## config.mk

```make
export PLATFORM = sky130hd
export DESIGN_NAME = node_sched_ctrl
export DESIGN_NICKNAME = d
export VERILOG_FILES = /design/src/rtl/node_sched_pkg.sv /design/src/rtl/ns_tick_sync.sv /design/src/rtl/ns_lat_timer.sv /design/src/rtl/node_sched_ctrl.sv
export SDC_FILE = /design/constraint.sdc
export NUM_CORES = 1
export LEC_CHECK = 0
export BUFFER_PORTS_ARGS = -buffer_cell sky130_fd_sc_hd__buf_2
export CAP_MARGIN = 20
export CORE_AREA = 4 4 67 69
export DETAILED_ROUTE_END_ITERATION = 10
export DIE_AREA = 0 0 71 73
export GPL_TIMING_DRIVEN = 0
export PLACE_DENSITY_LB_ADDON = 0.25
export SLEW_MARGIN = 20
export SYNTH_ARGS = -nofsm -noshare
export SYNTH_HDL_FRONTEND = slang
export SYNTH_SLANG_ARGS = --single-unit
```

## constraint.sdc

```tcl
create_clock -name clk_i -period 2.7 [get_ports clk_i]
set_clock_uncertainty 0.15 [all_clocks]
set_input_delay 0.675 -clock clk_i [delete_from_list [all_inputs] [get_ports clk_i]]
set_output_delay 0.675 -clock clk_i [all_outputs]
set_load 0.01 [all_outputs]
```

## src/rtl/node_sched_pkg.sv

```systemverilog
package node_sched_pkg;

  typedef enum logic [2:0] {
    ST_IDLE = 3'd0,
    ST_A    = 3'd1,
    ST_B    = 3'd2,
    ST_C    = 3'd3,
    ST_D    = 3'd4,
    ST_E    = 3'd5
  } sched_st_e;

  function automatic int max3(input int a, input int b, input int c);
    int m;
    m = (a > b) ? a : b;
    return (m > c) ? m : c;
  endfunction

endpackage

```

## src/rtl/ns_tick_sync.sv

```systemverilog
module ns_tick_sync #(
  parameter int STAGES = 2
) (
  input  logic clk_i,
  input  logic rst_ni,
  input  logic async_i,
  output logic tick_o
);

  logic [STAGES-1:0] sync_q;
  logic              prev_q;

  always_ff @(posedge clk_i or negedge rst_ni) begin
    if (!rst_ni) begin
      sync_q <= '0;
      prev_q <= 1'b0;
    end else begin
      sync_q <= {sync_q[STAGES-2:0], async_i};
      prev_q <= sync_q[STAGES-1];
    end
  end

  assign tick_o = sync_q[STAGES-1] & ~prev_q;

endmodule

```

## src/rtl/ns_lat_timer.sv

```systemverilog
module ns_lat_timer #(
  parameter int CNT_W = 4
) (
  input  logic             clk_i,
  input  logic             rst_ni,
  input  logic             start_i,
  input  logic             en_i,
  input  logic [CNT_W-1:0] limit_i,
  output logic             expire_o
);

  logic [CNT_W-1:0] cnt_q;

  // cycle of the start strobe counts as 0; expiry when count reaches limit
  always_ff @(posedge clk_i or negedge rst_ni) begin
    if (!rst_ni)                 cnt_q <= '0;
    else if (start_i)            cnt_q <= CNT_W'(1);
    else if (en_i && !expire_o)  cnt_q <= cnt_q + CNT_W'(1);
  end

  assign expire_o = en_i & ~start_i & (cnt_q == limit_i);

endmodule

```

## src/rtl/node_sched_ctrl.sv

```systemverilog
module node_sched_ctrl
  import node_sched_pkg::*;
#(
  parameter int DATA_W      = 8,
  parameter int LAT_B       = 7,
  parameter int LAT_C       = 8,
  parameter int LAT_E       = 9,
  parameter int SYNC_STAGES = 2
) (
  input  logic              clk_i,
  input  logic              rst_ni,
  input  logic              smp_clk_i,
  input  logic [DATA_W-1:0] sample_i,
  output logic [DATA_W-1:0] node_din_o,
  output logic              a_ld_o,
  input  logic [DATA_W-1:0] a_res_i,
  output logic              b_start_o,
  input  logic [DATA_W-1:0] b_res_i,
  output logic              c_start_o,
  input  logic [DATA_W-1:0] c_res_i,
  output logic              d_start_o,
  input  logic              d_done_i,
  input  logic [DATA_W-1:0] d_res_i,
  output logic              e_start_o,
  input  logic [DATA_W-1:0] e_res_i,
  output logic [DATA_W-1:0] res_o,
  output logic              res_valid_o,
  output logic              overrun_o
);

  localparam int LAT_MAX = max3(LAT_B, LAT_C, LAT_E);
  localparam int CNT_W   = $clog2(LAT_MAX + 1);

  sched_st_e         st_q;
  logic [DATA_W-1:0] din_q, res_q;
  logic              a_ld_q, b_st_q, c_st_q, d_st_q, e_st_q;
  logic              vld_q, ovr_q;
  logic              tick;
  logic              tmr_start, tmr_en, tmr_exp;
  logic [CNT_W-1:0]  tmr_limit;

  ns_tick_sync #(
    .STAGES (SYNC_STAGES)
  ) u_tick_sync (
    .clk_i   (clk_i),
    .rst_ni  (rst_ni),
    .async_i (smp_clk_i),
    .tick_o  (tick)
  );

  // one timer shared by the three fixed-latency nodes
  assign tmr_start = b_st_q | c_st_q | e_st_q;
  assign tmr_en    = (st_q == ST_B) | (st_q == ST_C) | (st_q == ST_E);

  always_comb begin
    unique case (st_q)
      ST_B:    tmr_limit = CNT_W'(LAT_B);
      ST_C:    tmr_limit = CNT_W'(LAT_C);
      default: tmr_limit = CNT_W'(LAT_E);
    endcase
  end

  ns_lat_timer #(
    .CNT_W (CNT_W)
  ) u_lat_timer (
    .clk_i    (clk_i),
    .rst_ni   (rst_ni),
    .start_i  (tmr_start),
    .en_i     (tmr_en),
    .limit_i  (tmr_limit),
    .expire_o (tmr_exp)
  );

  always_ff @(posedge clk_i or negedge rst_ni) begin
    if (!rst_ni) begin
      st_q   <= ST_IDLE;
      din_q  <= '0;
      res_q  <= '0;
      a_ld_q <= 1'b0;
      b_st_q <= 1'b0;
      c_st_q <= 1'b0;
      d_st_q <= 1'b0;
      e_st_q <= 1'b0;
      vld_q  <= 1'b0;
      ovr_q  <= 1'b0;
    end else begin
      a_ld_q <= 1'b0;
      b_st_q <= 1'b0;
      c_st_q <= 1'b0;
      d_st_q <= 1'b0;
      e_st_q <= 1'b0;
      vld_q  <= 1'b0;
      ovr_q  <= tick & (st_q != ST_IDLE);
      unique case (st_q)
        ST_IDLE: if (tick) begin
          din_q  <= sample_i;
          a_ld_q <= 1'b1;
          st_q   <= ST_A;
        end
        ST_A: begin
          din_q  <= a_res_i;
          b_st_q <= 1'b1;
          st_q   <= ST_B;
        end
        ST_B: if (tmr_exp) begin
          din_q  <= b_res_i;
          c_st_q <= 1'b1;
          st_q   <= ST_C;
        end
        ST_C: if (tmr_exp) begin
          din_q  <= c_res_i;
          d_st_q <= 1'b1;
          st_q   <= ST_D;
        end
        ST_D: if (d_done_i && !d_st_q) begin
          din_q  <= d_res_i;
          e_st_q <= 1'b1;
          st_q   <= ST_E;
        end
        ST_E: if (tmr_exp) begin
          res_q <= e_res_i;
          vld_q <= 1'b1;
          st_q  <= ST_IDLE;
        end
        default: st_q <= ST_IDLE;
      endcase
    end
  end

  assign node_din_o  = din_q;
  assign a_ld_o      = a_ld_q;
  assign b_start_o   = b_st_q;
  assign c_start_o   = c_st_q;
  assign d_start_o   = d_st_q;
  assign e_start_o   = e_st_q;
  assign res_o       = res_q;
  assign res_valid_o = vld_q;
  assign overrun_o   = ovr_q;

endmodule

```

==> metrics.md, run 1 <==
| Metric | Value |
|---|---|
| Syn Nets | between 200 and 250 |
| DRC violations left | 0 |
| Most frequent CP cell | clkbuf_1 |
| HP Class | reg2reg |
| Worst slew margin | 52.2% |
| Num CTS Buffers | 5 |
| Sequential share of the synthesized area | between 40% and 50% |
| Total grt overflow | 0 |
| Synthesized cell area | about 0.0018 mm^2 |
| Max Freq | 426 MHz |
| Top Family by Delay on Critical Path | buffers and inverters |
| Initial DRC count | 52 |
| Leakage power | 1.17 nW |
| Tightest Pin Transition | 717 ps |
| Pwr dens | 946 mW/mm^2 |
| Worst path slowest cell | clkbuf_1 |
| Antenna violations before repair | 0 |
| Hold slack | 207 ps |
| Clk root buf | clkbuf_8 |
| Util after Layout | 59.3% |
| Crit. End Element | register |
| Minimum clock period | 2350 ps |
| Max VDD drop | about 0.44 mV |
| Clock transition at path regs | 60 ps |
| Routed length per placed instance | 14.1 um |
| TNS Setup | 0 ps |
| Final ANT Viol Nets | 0 |
| GRT Resource Usage Total | 16.8% |
| Number of vias per cell | 5.17 |
| Startpoint Class | register |
| Fin crit share | 86.9% |
| R2R Setup Slk | 350 ps |
| Via count | ~1500 |
| Worst Path Class, Setup | reg2reg |
| Drt pass-1 iters | 4 |
| Yosys cell types | 36 |
| Total number of yosys warnings | 0 |
| Largest net degree at the start of global routing | 34 |
| Layout area overhead | 30.2% |
| FF+latch area | 826 um^2 |
| CP Max Fanout | 10 |
| Mean Syn Cell Area | 11.3 um^2 |
| Clk Latency, worst-skew pair | 280 ps |
| Most frequent cells in the layout | 75 x buf_2, 33 x dfrtp_1, 18 x nand2_1 |
| Critical Path RT | 2710 ps |
| DRT Wirelength | between 4000 and 5000 um |
| Critical path buffers and inverters | 3 |
| RD Place Congestion | 0.754 |
| Fillcell total | 369 |
| Design Power | between 2 and 2.5 mW |
| Setup Viol. Count Final | 0 |
| Nets@finish | 292 |
| Mapped Cells | 158 |
| Post-layout worst setup margin | 353 ps |
| CP peak stage delay | 410 ps |
| Layout cells sized above 1 | 47.3% |
| H-tree depth | 2 |
| Multi-input gate area | 910 um^2 |
| Die height | about 73 um |
| Commonest non-fill, non-tap cell in the layout | buf_2 |
| Final Max Tran Viols | 0 |
| Crit-path cells | clkbuf_1 > clkbuf_2 > clkbuf_1 > mux4_2 > nor2_1 > a21oi_1 > mux2_2 |
| First-pass GRT wire length | 6800 um |
| Final hold vios | 0 |
| Die ar. | 0.00518 mm^2 |
| Clk sinks | 33 |
| Initial Util | 45.5% |
| Row count | 23 |
| TritonCTS clock tree | yes |
| Core footprint | 0.00391 mm^2 |
| DPL Wire Length | 3120 um |
| Status | finished clean |
| Die width | ~71 um |
| Num ports | 75 |
| CTS max path bufs | 2 |
| Dpl ws | 186 ps |
| Max-cap violations | 0 |
| Flops & latches, synth | 33 |
| CP arrival | 2360 ps |
| RSZ-0062 raised after global routing | no |
| Via count of the first global-routing pass | 1552 |
| Port Buffers | 74 |
| Number of diodes | 0 |
through the flow:
| step | instance area (um^2) | instances |
|---|---|---|
| 2_1_floorplan | 1780 | 158 |
| 3_3_place_gp | 2210 | 282 |
| 3_5_place_dp | 2210 | 282 |
| 4_1_cts | 2320 | 289 |
| 5_1_grt | 2320 | 289 |
| 6_report | 2320 | 289 |
metal layers:
metal  wire length (um)  up-vias  part of all wire, %  GRT usage [%]
met5                  0        -                    0              0
met4                 24        0                 0.59           5.01
met3                238        2                  5.8           6.06
met2               2080       40                   51           29.1
met1               1730      715                   43           19.6
li1                   -      737                    -              -
registers in the layout, summed over array words and instances (netlist names):
register and count:
a_ld_o 1, b_start_o 1, c_start_o 1, d_start_o 1
e_start_o 1, node_din_o 8, overrun_o 1, res_o 8
res_valid_o 1, st_q 3, u_lat_timer.cnt_q 4, u_tick_sync.prev_q 1
u_tick_sync.sync_q 2
power by group:
group	switching (mW)	internal [mW]	total (mW)
Clock	0.166	0.268	0.434
Sequential	0.0953	0.643	0.739
Combinational	0.523	0.499	1.02
Total	0.785	1.41	2.19
repair_timing:
action,in CTS,in global routing
setup buffers,0,0
gates resized for setup,0,2
endpoints found under the setup margin,0,1
hold buffers,0,0
layout make-up:
class | count | share of cell area [%]
plain buffers | 7 | 1.24
clock buffers | 5 | 2.97
clock inverters | 2 | 1.51
inverters | 5 | 0.809
multi-input cells | 113 | 39.2
flip-flops and latches | 33 | 35.6
well taps | 50 | 2.70
repair buffers | 74 | 16.0
synth_stat cells, drive strengths merged:
cell type   n  share of area, %
ha          1              0.70
nand4b      1              0.49
nor2        9               2.0
inv         5               1.1
nor2b       5               1.8
mux2       22                16
nand2b      2              0.70
or4b        1              0.77
dfrtp      33                46
o211ai      2              0.84
mux2i       6               3.4
a21oi      11               3.1
xor2        1              0.49
nor4bb      1              0.56
nand2      18               3.8
clkbuf      5               1.1
a21o        1              0.42
a221o       4               2.2
or3         3               1.3
o311ai      1              0.49
mux4        3               3.8
o21ai       6               2.3
buf         2              0.49
o21bai      1              0.42
nand3       4               1.8
nor4        2              0.70
and3        1              0.35
nor3b       1              0.42
nor3        2              0.56
a221oi      4               2.0
logic make-up (layout without fill, tap and decap cells):
group	count (synthesis)	after routing	synth area share, %
buffers and inverters	12	93	2.60
AND/OR/NAND/NOR	50	50	15.3
multiplexers	31	31	22.8
XOR/XNOR	1	1	0.492
flip-flops	33	33	46.3
adder cells (fa/ha/maj)	1	1	0.702
AO/OA/AOI/OAI	30	30	11.8
worst paths after layout:
check,startpoint,end,depth (start not counted)
max,st_q[1],node_din_o[2],7
min,u_tick_sync.sync_q[0],u_tick_sync.sync_q[1],0
max reg2reg,st_q[1],node_din_o[2],7
min reg2reg,u_tick_sync.sync_q[0],u_tick_sync.sync_q[1],0
max in group asynchronous,rst_ni,u_tick_sync.sync_q[1],1
min in group asynchronous,rst_ni,res_o[0],1
(Power assumes the default switching activity.)
==> run 2, diff against run 1 <==
==> constraint.sdc (replaced) <==
create_clock -name clk_i -period 2.4 [get_ports clk_i]
set_clock_uncertainty 0.15 [all_clocks]
set_input_delay 0.6 -clock clk_i [delete_from_list [all_inputs] [get_ports clk_i]]
set_output_delay 0.6 -clock clk_i [all_outputs]
set_load 0.01 [all_outputs]
==> metrics.md, run 2 (synthesis gave the netlist of run 1 again) <==
| Metric | Value |
|---|---|
| Status | finished clean |
| Die height | 73 um (unchanged) |
| TritonCTS clock tree | yes |
| Largest net degree at the start of global routing | 34 (unchanged) |
| Leakage power | 1.19 nW (+1.2%) |
| Placed cells | 282 (unchanged) |
| Via count of the first global-routing pass | 1552 (unchanged) |
| Max-cap violations | 0 (unchanged) |
| Final ANT Viol Nets | 0 (unchanged) |
| Final Max Tran Viols | 0 (unchanged) |
| CP arrival | 2350 ps (about the same) |
| Number of vias per cell | 5.17 (about the same) |
| Layout area overhead | 31.6% |
| Port Buffers | 74 (unchanged) |
| Clock transition at path regs | 60 ps (about the same) |
| Routed length per placed instance | 14.1 um (about the same) |
| Met2 Use GR | 29.1% (unchanged) |
| Layout cells sized above 1 | 48.3% (+1.1 points) |
| Dpl ws | -114 ps (-300 ps) |
| Hold slack | 207 ps (+0.00600 ps) |
| Core footprint | 0.00391 mm^2 (unchanged) |
| Row count | 23 (unchanged) |
| Crit-path cells | or3_4 > or4b_4 > o21ai_4 > nand3_4 > mux2_4 |
| Final hold vios | 0 (unchanged) |
| Met1 usage | 19.6% (unchanged) |
| CP Max Fanout | 9 (-1) |
| Startpoint Class | register |
| Drt pass-1 iters | 4 (unchanged) |
| First-pass GRT wire length | 6800 um (unchanged) |
| Critical path buffers and inverters | 0 (-3) |
| Top Family by Delay on Critical Path | simple AND/OR/NAND/NOR gates |
| CP peak stage delay | 590 ps (+180 ps) |
| H-tree depth | 2 (unchanged) |
| Tightest Pin Transition | 716 ps (-0.747 ps) |
| Max VDD drop | 0.493 mV (+13%) |
| Max Freq | 428 MHz (+0.51%) |
| DRT Wirelength | 4090 um (+0.34%) |
| Clk sinks | 33 (unchanged) |
| Antenna violations before repair | 0 (unchanged) |
| Nets@finish | 293 (+0.34%) |
| Critical Path RT | 2410 ps (-300 ps) |
| Commonest non-fill, non-tap cell in the layout | buf_2 |
| GRT Resource Usage Total | 16.8% (unchanged) |
| Crit. End Element | register |
| Clk Latency, worst-skew pair | 280 ps (about the same) |
| Initial DRC count | 41 (-21%) |
| HP Class | reg2reg |
| Fin crit share | 97.3% (+10 points) |
| Minimum clock period | 2340 ps (-11.9 ps) |
| CTS max path bufs | 2 (unchanged) |
| Pwr dens | 1070 mW/mm^2 (+14%) |
| Worst Path Class, Setup | reg2reg |
| Num CTS Buffers | 5 (unchanged) |
| Design Power | 2.52 mW (+15%) |
| Die width | 71 um (unchanged) |
| Total grt overflow | 0 (unchanged) |
| Final cell count without fillers | 290 (+0.35%) |
| Number of diodes | 0 (unchanged) |
| Setup Viol. Count Final | 0 (unchanged) |
| Fillcell total | 364 (-1.4%) |
| Worst slew margin | 52.3% (about the same) |
| Die ar. | 0.00518 mm^2 (unchanged) |
| Initial Util | 45.5% (unchanged) |
| Via count | 1500 (+0.40%) |
| Most frequent cells in the layout | 75 x buf_2, 33 x dfrtp_1, 18 x nand2_1 |
| DPL Wire Length | 3120 um (unchanged) |
| Worst path slowest cell | or4b_4 |
| Clk root buf | clkbuf_8 |
| Layer with the highest usage | met2 |
| Post-layout worst setup margin | 64.6 ps (-288 ps) |
| Num ports | 75 (unchanged) |
| Met3 Use GR | 6.06% (unchanged) |
| RD Place Congestion | 0.754 (unchanged) |
| DRC violations left | 0 (unchanged) |
-- run 2: changes by cell type in the layout (fill, tap and decap cells not counted) --
cell / previous run / this run
a21oi_1: 11 / 10
a21oi_2: 0 / 1
buf_12: 0 / 1
clkbuf_1: 4 / 3
clkbuf_2: 1 / 2
-- run 2: path summary, 6_finish.rpt --
| path | startpoint | end | slack (ps) | cells past startpoint |
|---|---|---|---|---|
| worst max-delay path | c_start_o | res_o[5] | 60 | 5 |
| worst min-delay path | u_tick_sync.sync_q[0] | u_tick_sync.sync_q[1] | 210 | 0 |
| worst max register to register | c_start_o | res_o[5] | 60 | 5 |
| worst min register to register | u_tick_sync.sync_q[0] | u_tick_sync.sync_q[1] | 210 | 0 |
| max in group asynchronous | rst_ni | u_tick_sync.sync_q[1] | 1420 | 1 |
| min in group asynchronous | rst_ni | res_o[0] | 220 | 1 |
-- run 2: per-layer routing --
layer  vias up  share of wire [%]
met5         -                  0
met4         0               0.59
met3         2                5.9
met2        43                 51
met1       713                 43
li1        742                  -
-- run 2: final cells by class --
class                   count  area, um^2  share of cell area [%]
flip-flops and latches     33         826                    35.2
clock buffers               5        68.8                    2.93
inverters                   5        18.8                   0.800
clock inverters             2        35.0                    1.49
plain buffers               7        30.0                    1.28
multi-input cells         113         913                    39.0
repair buffers             75         390                    16.6
well taps                  50        62.6                    2.67
-- run 2: timing repair --
action	in CTS	in global routing
setup buffers	0	1
setup endpoints to repair	2	10
gates resized for setup	1	3
hold buffers	0	0
pin swaps	0	1
-- run 2: metrics by stage --
stage	utilization [%]	TNS [ps]	instance area (um^2)
floorplan	-	0	1780
global placement	56.6	-106	2210
detailed placement	56.6	-114	2210
CTS	59.3	0	2320
global route	59.9	-4.12	2340
finish	59.9	0	2340
-- run 2: power by group --
group / switching (mW) / internal, mW / leakage [nW]
Clock: 0.187 / 0.301 / 0.0540
Sequential: 0.108 / 0.724 / 0.401
Combinational: 0.601 / 0.599 / 0.732
Total: 0.895 / 1.62 / 1.19
